<file path="config.mk">
export PLATFORM = sky130hd
export DESIGN_NAME = word_repeat_sched
export DESIGN_NICKNAME = d
export VERILOG_FILES = /design/src/rtl/wsch_pkg.sv /design/src/rtl/wsch_en_sync.sv /design/src/rtl/wsch_holdoff.sv /design/src/rtl/wsch_interval.sv /design/src/rtl/word_repeat_sched.sv
export SDC_FILE = /design/constraint.sdc
export NUM_CORES = 1
export LEC_CHECK = 0
export ABC_AREA = 1
export BUFFER_PORTS_ARGS = -buffer_cell sky130_fd_sc_hd__buf_2
export CAP_MARGIN = 20
export CORE_UTILIZATION = 45
export DETAILED_ROUTE_END_ITERATION = 10
export MAX_ROUTING_LAYER = met4
export SLEW_MARGIN = 20
export SYNTH_ARGS = -nofsm -noshare
export SYNTH_HDL_FRONTEND = slang
export SYNTH_SLANG_ARGS = --single-unit
</file>
<file path="constraint.sdc">
create_clock -name clk -period 9.85 [get_ports clk]
set_clock_uncertainty 0.15 [all_clocks]
set_input_delay 0.985 -clock clk [delete_from_list [all_inputs] [get_ports clk]]
set_output_delay 0.985 -clock clk [all_outputs]
set_load 0.01 [all_outputs]
</file>
<file path="src/rtl/wsch_pkg.sv">
package wsch_pkg;
  // Bit slots per word including the inter-word gap.
  localparam int WORD_SLOTS = 36;

  typedef enum logic {
    RATE_SLOW = 1'b0,
    RATE_FAST = 1'b1
  } rate_e;
endpackage

</file>
<file path="src/rtl/wsch_en_sync.sv">
module wsch_en_sync #(
  parameter int STAGES = 2
) (
  input  logic clk,
  input  logic rst,
  input  logic din,
  output logic level_o,
  output logic prev_o
);
  logic [STAGES-1:0] chain;

  generate
    if (STAGES == 1) begin : g_single
      always_ff @(posedge clk) begin
        if (rst) chain <= '0;
        else     chain <= din;
      end
    end else begin : g_multi
      always_ff @(posedge clk) begin
        if (rst) chain <= '0;
        else     chain <= {chain[STAGES-2:0], din};
      end
    end
  endgenerate

  assign level_o = chain[STAGES-1];

  always_ff @(posedge clk) begin
    if (rst) prev_o <= 1'b0;
    else     prev_o <= level_o;
  end
endmodule

</file>
<file path="src/rtl/wsch_holdoff.sv">
module wsch_holdoff #(
  parameter int HOLD_CYC = 500000
) (
  input  logic clk,
  input  logic rst,
  output logic ready_o,
  output logic first_o
);
  localparam int HW = (HOLD_CYC > 1) ? $clog2(HOLD_CYC) : 1;

  logic ready_d;

  generate
    if (HOLD_CYC == 0) begin : g_none
      assign ready_o = 1'b1;
    end else begin : g_count
      logic [HW-1:0] cnt_q;
      logic          ready_q;
      always_ff @(posedge clk) begin
        if (rst) begin
          cnt_q   <= '0;
          ready_q <= 1'b0;
        end else if (!ready_q) begin
          if (cnt_q == HW'(HOLD_CYC - 1)) ready_q <= 1'b1;
          else                            cnt_q   <= cnt_q + 1'b1;
        end
      end
      assign ready_o = ready_q;
    end
  endgenerate

  always_ff @(posedge clk) begin
    if (rst) ready_d <= 1'b0;
    else     ready_d <= ready_o;
  end

  assign first_o = ready_o & ~ready_d;
endmodule

</file>
<file path="src/rtl/wsch_interval.sv">
module wsch_interval
  import wsch_pkg::*;
#(
  parameter int TICK_CYCLES = 10000,
  parameter int BIT_FAST    = 10,
  parameter int BIT_SLOW    = 80,
  parameter int CODE_W      = 8
) (
  input  logic              clk,
  input  logic              rst,
  input  logic              load_i,
  input  logic              run_i,
  input  logic [CODE_W-1:0] code_i,
  input  logic              fast_i,
  output logic              done_o
);
  localparam int FAST_WORD = WORD_SLOTS * BIT_FAST;
  localparam int SLOW_WORD = WORD_SLOTS * BIT_SLOW;
  localparam int MAX_TICK  = ((1 << CODE_W) - 1) * TICK_CYCLES;
  localparam int MAX_WORD  = (FAST_WORD > SLOW_WORD) ? FAST_WORD : SLOW_WORD;
  localparam int MAXV      = (MAX_TICK > MAX_WORD) ? MAX_TICK : MAX_WORD;
  localparam int CW        = $clog2(MAXV + 1);

  rate_e          rate;
  logic [CW-1:0]  cnt_q;
  logic [CW-1:0]  target_q;
  logic [CW-1:0]  target_next;
  logic           active_q;
  logic           hit;

  assign rate = rate_e'(fast_i);

  always_comb begin
    if (code_i == '0)
      target_next = (rate == RATE_FAST) ? CW'(FAST_WORD) : CW'(SLOW_WORD);
    else
      target_next = CW'(code_i) * CW'(TICK_CYCLES);
  end

  assign hit    = active_q && (cnt_q == target_q - CW'(1));
  assign done_o = hit && run_i && !load_i;

  always_ff @(posedge clk) begin
    if (rst) begin
      active_q <= 1'b0;
      cnt_q    <= '0;
      target_q <= '0;
    end else if (load_i) begin
      active_q <= 1'b1;
      cnt_q    <= '0;
      target_q <= target_next;
    end else if (!run_i) begin
      active_q <= 1'b0;
      cnt_q    <= '0;
    end else if (hit) begin
      cnt_q    <= '0;
      target_q <= target_next;
    end else if (active_q) begin
      cnt_q    <= cnt_q + CW'(1);
    end
  end

  // a running count never passes the captured period.
  a_r5_count_in_range: assert property (@(posedge clk) disable iff (rst)
    active_q |-> (cnt_q < target_q));

  // the captured period changes only when an interval starts.
  a_r7_target_held: assert property (@(posedge clk) disable iff (rst)
    (active_q && run_i && !load_i && !hit) |=> $stable(target_q));

  // a low enable leaves the timer idle.
  a_r4_timer_cleared: assert property (@(posedge clk) disable iff (rst)
    (!run_i && !load_i) |=> (!active_q && cnt_q == '0));
endmodule

</file>
<file path="src/rtl/word_repeat_sched.sv">
module word_repeat_sched
  import wsch_pkg::*;
#(
  parameter int TICK_CYCLES     = 10000,
  parameter int HOLDOFF_TICKS   = 50,
  parameter int BIT_FAST_CYCLES = 10,
  parameter int BIT_SLOW_CYCLES = 80,
  parameter int SYNC_STAGES     = 2,
  parameter int CODE_W          = 8
) (
  input  logic              clk,
  input  logic              rst,
  input  logic              tx_en_i,
  input  logic [CODE_W-1:0] interval_code_i,
  input  logic              fast_i,
  input  logic              tx_busy_i,
  output logic              start_o
);
  localparam int HOLD_CYC = HOLDOFF_TICKS * TICK_CYCLES;

  logic en_s, en_prev;
  logic ready, ready_first;
  logic arm, done, fire, start_q;

  wsch_en_sync #(.STAGES(SYNC_STAGES)) u_sync (
    .clk     (clk),
    .rst     (rst),
    .din     (tx_en_i),
    .level_o (en_s),
    .prev_o  (en_prev)
  );

  wsch_holdoff #(.HOLD_CYC(HOLD_CYC)) u_hold (
    .clk     (clk),
    .rst     (rst),
    .ready_o (ready),
    .first_o (ready_first)
  );

  // A fresh interval starts on a synchronized rising edge, or at the end of
  // the hold-off when enable is already high.
  assign arm = ready & en_s & (~en_prev | ready_first);

  wsch_interval #(
    .TICK_CYCLES (TICK_CYCLES),
    .BIT_FAST    (BIT_FAST_CYCLES),
    .BIT_SLOW    (BIT_SLOW_CYCLES),
    .CODE_W      (CODE_W)
  ) u_timer (
    .clk    (clk),
    .rst    (rst),
    .load_i (arm),
    .run_i  (en_s),
    .code_i (interval_code_i),
    .fast_i (fast_i),
    .done_o (done)
  );

  assign fire = (arm | done) & ~tx_busy_i & ~start_q;

  always_ff @(posedge clk) begin
    if (rst) start_q <= 1'b0;
    else     start_q <= fire;
  end

  assign start_o = start_q;

  // nothing leaves while the hold-off is running.
  a_r1_quiet_in_holdoff: assert property (@(posedge clk) disable iff (rst)
    !ready |-> !start_o);

  // a strobe needs the synchronized enable high one cycle earlier.
  a_r4_no_word_when_low: assert property (@(posedge clk) disable iff (rst)
    !$past(en_s) |-> !start_o);

  // strobes are single cycles.
  a_r10_single_cycle: assert property (@(posedge clk) disable iff (rst)
    start_o |=> !start_o);

  // no strobe right after the transmitter reported busy.
  a_r10_respects_busy: assert property (@(posedge clk) disable iff (rst)
    tx_busy_i |=> !start_o);
endmodule

</file>
# After elaboration in Yosys (flattened, before gate mapping)
# Cells that the tools add are included.
op_classes:
  addsub: 3
  n_eq_ne: 3
  reduce_logical: 10
  bitwise: 14
  multipliers: 1
  muxes: 9
ops:
  columns: ["operator", "count"]
  rows:
  - ["$mux 22", 4]
  - ["$add 22x1->22 const B", 1]
  - ["$eq 22x22->1", 1]
  - ["$sub 22x1->22 const B", 1]
  - ["$add 19x1->19 const B", 1]
  - ["$eq 19x19->1 const B", 1]
  - ["$mul 8x10->18 const B", 1]
  - ["$mux 12", 1]
  - ["$logic_not 8->1", 1]
  - ["$not 1->1", 7]
  - ["$and 1x1->1", 5]
  - ["$mux 1", 4]
  - ["$reduce_and 2->1", 2]
  - ["$reduce_bool 2->1", 2]
  - ["$reduce_or 4->1", 1]
  - ["$logic_and 1x1->1", 3]
  - ["$ne 2x2->1 const B", 1]
  - ["$or 1x1->1", 2]
  - ["$logic_not 1->1", 1]
word_totals:
  reg_bits: 70
  elab_cells: 49
  input_bits: 13

# Longest topological paths before layout
# Gate-level depths: netlist of the first run.
depth:
  word_depth: 9
  mapped_depth: 19
  depth_no_buf: 19

# By module
# Synthesis of the first run repeated with hierarchy kept, for this count alone.
unflattened:
  hier_cells: 781
  hier_area_um2: 5338.9
by_module_without_submodules:
  columns: ["module", "n_inst", "area_each_um2", "cells_per_inst"]
  rows:
  - ["wsch_interval", 1, 3980.1, 575]
  - ["wsch_holdoff", 1, 1207.4, 185]
  - ["wsch_en_sync", 1, 82.6, 9]
  - ["word_repeat_sched", 1, 68.8, 12]

# Worst setup path before layout of the first run
# OpenSTA, ideal clock, no wires.
synth_timing:
  path_kind: "input-to-reg"
  startpoint: "input port interval_code_i[5]"
  endpoint: "register u_timer.target_q[20]"
  arrival_time_ps: 4121
  required_ps: 9630
  stages: 15
  setup_slack_ps: 5508
  n_path_buf: 0
  cell_sequence: "fa_1 fa_1 ha_1 inv_1 fa_1 inv_1 ha_1 a21oi_1 o21ai_0 nand2_1 nand4_1 or2_2 a21oi_1 nand3_1 a21oi_1"
synth_between:
  elab_chain_cells: 5
synth_lines:
  columns: ["item", "line_no", "text"]
  rows:
  - ["from (decl)", "word_repeat_sched.sv:14", "input logic [CODE_W-1:0] interval_code_i,"]
  - ["$mul 8x10->18 / $logic_not 8->1 (equally long branches)", "wsch_interval.sv:37, wsch_interval.sv:34", null]
  - ["$mux 22 *", "wsch_interval.sv:34", "if (code_i == '0)"]
  - ["$mux 22", "wsch_interval.sv:55", "end else if (hit) begin"]
  - ["$mux 22", "wsch_interval.sv:52", "end else if (!run_i) begin"]
  - ["$mux 22 *", "wsch_interval.sv:48", "end else if (load_i) begin"]
  - ["to (signal assigned)", "wsch_interval.sv:51", "target_q <= target_next;"]
  - ["to (signal assigned)", "wsch_interval.sv:57", "target_q <= target_next;"]
  - ["to (decl)", "wsch_interval.sv:26", "logic [CW-1:0] target_q;"]
# Mark *: on every way between the ends. The rest lies on a longest branch, timed or not. The select of a mux whose other input is x is not followed.
# A chain may end at the register's enable or synchronous reset.

# Worst setup path in the final report of the first run
# Ends and elaborated chain as after synthesis.

==> out/metrics.yaml, run 1 <==
antenna_found_initial: 0
io_pins: 14
vdd_drop_max_mv: 0.103
grt_pass1_wl_um: 18700
worstReg2RegEnd: "u_timer.cnt_q[7]$_SDFFE_PP0P_"
clkSlewWorstSetupHoldPaths_ps: 60
cts_buffers: 9
grt.total_usage_pct: 20.5
drc: 0
path_class: "in2reg"
layout_commonest_cell: "nand2_1"
htreeDepth: 3
crit_required_ps: 9960
crit_path_max_fanout: 6
synth_enable_flop_cells: 0
dr.pass1.iters: 4
outcome: "finished, final reports clean"
synth_seq_area_share_pct: 26.4
drive_above_1_share_pct: 6.79
tightestPinTransition_ps: 866
ff2ff_path_depth: 14
ys_ff_latch: 67
start_util_pct: 46.4
yosysWarnings: 0
ctsResizeCount: 0
switching_share_pct: 28.6
fin_setup_tns_ps: 0
grt_start_max_net_pins: 32
crit_path_top_delay_cell: "fa_1"
n_antenna_cell: 0
dpl.cell_count: 875
rsz0062_at_grt: "no"
cp-start-kind: "primary input"
p_leak_nw: 2.43
fin_crit_sh_pct: 44.4
r2r_setup_slack_ps: 7150
r2r_start: "u_timer.target_q[3]$_SDFFE_PP0P_"
drt_iter0_drc: 190
cts_setup_buffers: 0
netlist_area_mm2: 0.00508
p_int_uw: 583
place_congestion: 0.865
async_flop_share_pct: 0
relSlewSlack_pct: 42.1
clk-insertion-delay-late_ps: 330
syn2layout_area_growth_pct: 9.56
mostFrequentLayoutCells: "nand2_1 (174), nor2_1 (96), inv_1 (92)"
synth_top_area_share_pct: 26.4
n_fill_cell: 1098
die_w_um: 108
final_cells: 891
post_drt_wl_per_cell_um: 12.2
dp_hpwl_um: 8540
grt_pass1_vias: 4138
syn-mean-instance-area_um2: 6.90
p_seq_share_pct: 33.6
maxCapViolations: 0
grt_remaining_overflow: 0
synth.largest_area_cell: "dfxtp_1"
power_frac_clock_pct: 43.2
hold_end: "u_sync.chain[1]$_SDFF_PP0_"
cts_sinks: 67
arrival_ps: 4480
die_y_um: 108
ys_types: 38
endpoint_kind: "flip-flop"
ys_top_cells_by_area: "dfxtp_1 (26%), nand2_1 (13%), ha_1 (11%), nor2_1 (7.1%), inv_1 (6.8%)"
hold_depth: 2
synth_cells: 736
min_path_type: "reg2reg"
power.density_mw_per_mm2: 147
ys.flop_type: "dfxtp_1"
portBuffers: 13
coreArea_mm2: 0.0109
drv_slew: 0
finalNetCount: 816
combPwrFrac_pct: 23.2
period_needed_ps: 4370
hold_start: "u_sync.chain[0]$_SDFF_PP0_"
ant_nets: 0
p_sw_uw: 234
drt_wl_total_um: 10800
crit_chain: "buf_2, fa_1, fa_1, ha_1, inv_1, fa_1, inv_1, ha_1, a21oi_1, o21ai_0, nand2_1, nand4_1, or2_2, a21oi_1, nand3_1, a21oi_1"
hold_viol: 0
synthesis.nets: 806
via_count: 4422
setup_viol: 0
clockRootBuffer: "clkbuf_16"
dieArea_mm2: 0.0117
max_stage_delay_ps: 570
placementRows: 38
clockBufferDepth: 2
clock.fmax_mhz: 229
cts_tree: "done"
postCtsHoldBufs: 0
viasPerCell: 4.96
## cell families (layout without fill, tap and decap cells)
logic type | count (synthesis) | after routing | synth area share [%]
compound gates | 77 | 77 | 7.96
simple gates | 385 | 385 | 33.9
xor+xnor | 43 | 43 | 7.42
fa+ha+maj | 57 | 57 | 15.8
flops | 67 | 67 | 26.4
buf+inv | 107 | 122 | 8.53
## cell type report
type | instances | area [um2] | area share (%)
multi-input combinational | 562 | 3300 | 59.4
sequential | 67 | 1340 | 24.1
inverter | 93 | 349 | 6.28
clock buffer | 12 | 256 | 4.61
tap | 140 | 175 | 3.15
clock inverter | 4 | 72.6 | 1.30
timing repair buffer | 13 | 65.1 | 1.17
## synthesized netlist by cell type (8+ instances only)
| cell | n |
|---|---|
| nand2_1 | 174 |
| nor2_1 | 96 |
| inv_1 | 92 |
| dfxtp_1 | 67 |
| a21oi_1 | 49 |
| ha_1 | 45 |
| nand3_1 | 42 |
| xor2_1 | 28 |
| o21ai_0 | 21 |
| nor3_1 | 16 |
| xnor2_1 | 15 |
| fa_1 | 12 |
| nand4_1 | 12 |
| nor2_2 | 9 |
| clkbuf_1 | 8 |
| nor4_1 | 8 |
## power by group through the flow
stage / clock network (mW) / registers (mW) / logic (mW)
6_report: 0.353 / 0.275 / 0.190
3_5_place_dp: 0 / 0.281 / 0.188
4_1_cts: 0.360 / 0.275 / 0.191
2_1_floorplan: 0 / 0.279 / 0.151
5_1_grt: 0.371 / 0.275 / 0.221
3_3_place_gp: 0 / 0.281 / 0.188
## per-layer routing
metal / wire, um / GRT usage (%)
met1: 5530 / 26.9
met2: 4890 / 32.0
met3: 290 / 3.86
met4: 128 / 6.07
met5: 0 / -
## worst max-delay path by stage
stage,start,end,depth (start not counted)
detailed placement,interval_code_i[5],u_timer.target_q[20]$_SDFFE_PP0P_,16
CTS,interval_code_i[5],u_timer.target_q[20]$_SDFFE_PP0P_,16
floorplan,interval_code_i[5],u_timer.target_q[20]$_SDFFE_PP0P_,15
finish,interval_code_i[5],u_timer.target_q[20]$_SDFFE_PP0P_,16
global route,interval_code_i[2],u_timer.target_q[19]$_SDFFE_PP0P_,19
global placement,interval_code_i[5],u_timer.target_q[20]$_SDFFE_PP0P_,16
## state kept, by name, indices dropped and copies added (netlist names)
register and cells:
u_timer.active_q 1, u_timer.cnt_q 22, u_sync.prev_o 1, u_sync.chain 2, u_timer.target_q 19, start_o 1, u_hold.ready_d 1, u_hold.ready_o 1
u_hold.g_count.cnt_q 19
## metrics by stage
| step | setup slack [ps] | util, % | instance area, um2 | hold WS (ps) | total power [mW] |
|---|---|---|---|---|---|
| after detailed placement | 5140 | 47.9 | 5230 | 248 | 0.469 |
| after floorplan | 5510 | - | 5080 | 238 | 0.430 |
| after CTS | 5480 | 50.9 | 5560 | 255 | 0.825 |
| final | 5480 | 50.9 | 5560 | 250 | 0.817 |
| after global placement | 5190 | 47.9 | 5230 | 257 | 0.469 |
| after global routing | 5190 | 50.9 | 5560 | 266 | 0.868 |
## critical path: cells and delay by family
kind / cells / cell delay, ps
buffers and inverters: 3 / 240
AND/OR/NAND/NOR: 4 / 520
AO/OA/AOI/OAI: 4 / 580
adder cells (fa/ha/maj): 5 / 2150
Power figures use the tool's default switching activity.
==> run 2, diff against run 1 <==
- ABC_AREA: 1 -> 0
- clock period: 9.85 -> 4.3 ns (I/O delays scaled with it)
==> out/metrics.yaml, run 2 <==
die_y_um: 103
yosysWarnings: 0
ys.flop_type: "dfxtp_1"
drt_wl_total_um: 9160
hold_viol: 0
drc: 0
arrival_ps: 3870
synth.largest_area_cell: "dfxtp_1"
cts_tree: "done"
maxCapViolations: 0
io_pins: 14
vdd_drop_max_mv: 0.143
ys_top_cells_by_area: "dfxtp_1 (29%), ha_1 (12%), xor2_1 (6.6%), xnor2_1 (5.9%), fa_1 (5.2%)"
layout_commonest_cell: "dfxtp_1"
crit_path_max_fanout: 6
crit_required_ps: 4360
period_needed_ps: 3810
ys_ff_latch: 67
dr.pass1.iters: 4
cts_sinks: 67
syn2layout_area_growth_pct: 7.37
postCtsHoldBufs: 0
power.density_mw_per_mm2: 299
grt_start_max_net_pins: 28
grt_pass1_vias: 3324
relSlewSlack_pct: 59.6
synth_most_common_cell: "dfxtp_1"
placementRows: 36
final_util_pct: 50.4
endpoint_kind: "flip-flop"
fin_ws_ps: 491
cp-start-kind: "primary input"
via_count: 3574
path_class: "in2reg"
htreeDepth: 3
largest_register_ffs: 22
clk-insertion-delay-late_ps: 340
clockBufferDepth: 2
ant_nets: 0
synth_cells: 530
grt.total_usage_pct: 19.2
ctsResizeCount: 0
mostFrequentLayoutCells: "dfxtp_1 (67), nor2_1 (63), nand2_1 (51)"
rsz0062_at_grt: "no"
die_w_um: 103
synthesis.nets: 600
dieArea_mm2: 0.0107
top_regs: "u_timer.cnt_q x22, u_hold.g_count.cnt_q x19, u_timer.target_q x19"
post_drt_wl_per_cell_um: 13.4
regMostFlops: "u_timer.cnt_q"
drt_iter0_drc: 116
cts_buffers: 9
syn-mean-instance-area_um2: 8.74
start_util_pct: 47.0
async_flop_share_pct: 0
synth_top_area_share_pct: 28.9
clkSlewWorstSetupHoldPaths_ps: 80
fin_setup_tns_ps: 0
finalNetCount: 615
netlist_area_mm2: 0.00463
drv_slew: 0
outcome: "finished, final reports clean"
n_fill_cell: 967
fin_crit_sh_pct: 88.6
clockRootBuffer: "clkbuf_8"
total_power_mw: 1.49
synth_seq_area_share_pct: 28.9
grt_pass1_wl_um: 15500
drive_above_1_share_pct: 8.55
ys_types: 56
tightestPinTransition_ps: 603
p_leak_nw: 2.17
min_path_type: "in2reg"
pre_cts_slack_ps: 82.0
place_congestion: 0.894
cts_setup_buffers: 0
antenna_found_initial: 0
fin_hold_ws_ps: 103
n_antenna_cell: 0
synth_enable_flop_cells: 0
synth_common_cells: "dfxtp_1 (67), nor2_1 (63), nand2_1 (51)"
portBuffers: 13
setup_viol: 0
clock.fmax_mhz: 263
dp_hpwl_um: 7130
viasPerCell: 5.23
grt_remaining_overflow: 0
coreArea_mm2: 0.00986
[run 2: changes by cell type after synthesis, sizes merged, moves of 16 or more]
cell | previous run | this run
nand2 | 179 | 51
inv | 92 | 33
nor2 | 107 | 63
a21oi | 49 | 12
nand3 | 43 | 22
mux2i | 0 | 20
xnor2 | 15 | 31
[run 2: layout make-up]
cell class | instances | area (um2) | area share [%]
clock buffer | 11 | 131 | 2.64
multi-input combinational | 416 | 3080 | 62.0
inverter | 34 | 128 | 2.57
sequential | 67 | 1340 | 27.0
clock inverter | 5 | 30.0 | 0.604
timing repair buffer | 17 | 95.1 | 1.91
tap | 133 | 166 | 3.35
[run 2: final timing paths]
path                                    startpoint                                end  slack [ps]  depth (start not counted)
hold reg to reg                 start_o$_SDFF_PP0_                 start_o$_SDFF_PP0_         280                          1
hold / removal                           tx_busy_i                 start_o$_SDFF_PP0_         100                          2
setup / recovery                interval_code_i[2]  u_timer.target_q[21]$_SDFFE_PP0P_         490                         16
setup reg to reg  u_timer.target_q[3]$_SDFFE_PP0P_   u_timer.target_q[3]$_SDFFE_PP0P_        1070                          9
[run 2: kinds of logic (layout without fill, tap and decap cells)]
kind of cell / Yosys count / after routing / synth area share [%]
adder cells (fa/ha/maj): 57 / 57 / 17.3
buffers and inverters: 47 / 67 / 4.51
AO/OA/AOI/OAI: 56 / 56 / 8.86
multiplexers: 20 / 20 / 4.32
XOR/XNOR: 66 / 66 / 12.5
flip-flops: 67 / 67 / 28.9
AND/OR/NAND/NOR: 217 / 217 / 23.5
[run 2: critical path, stage by stage]
cell	delay (ps)
buf_2	180
inv_1	70
ha_1	290
ha_1	280
inv_1	50
fa_1	480
fa_1	600
inv_1	50
ha_1	280
a21oi_1	200
o211ai_1	170
o2111ai_1	260
a21boi_0	120
o21a_1	180
o21ai_0	140
mux2i_1	90
[run 2: through the flow]
stage	area, um2	std cells
finish	4970	683
global route	4970	683
CTS	4970	683
detailed placement	4810	667
global placement	4810	667
floorplan	4630	530
[run 2: routing by layer]
layer / global-route usage [%] / part of all wire (%) / up-vias / wire length (um)
met5: - / 0 / - / 0
met2: 30.5 / 45 / 49 / 4150
met4: 4.44 / 1.2 / 0 / 107
met3: 3.97 / 2.7 / 9 / 250
li1: - / - / 1855 / -
met1: 25.0 / 51 / 1661 / 4650
[run 2: report_power, final]
part	total (mW)	internal (mW)	switching, mW
clock network	0.447	0.206	0.241
registers	0.627	0.624	0.00333
logic	0.413	0.188	0.226
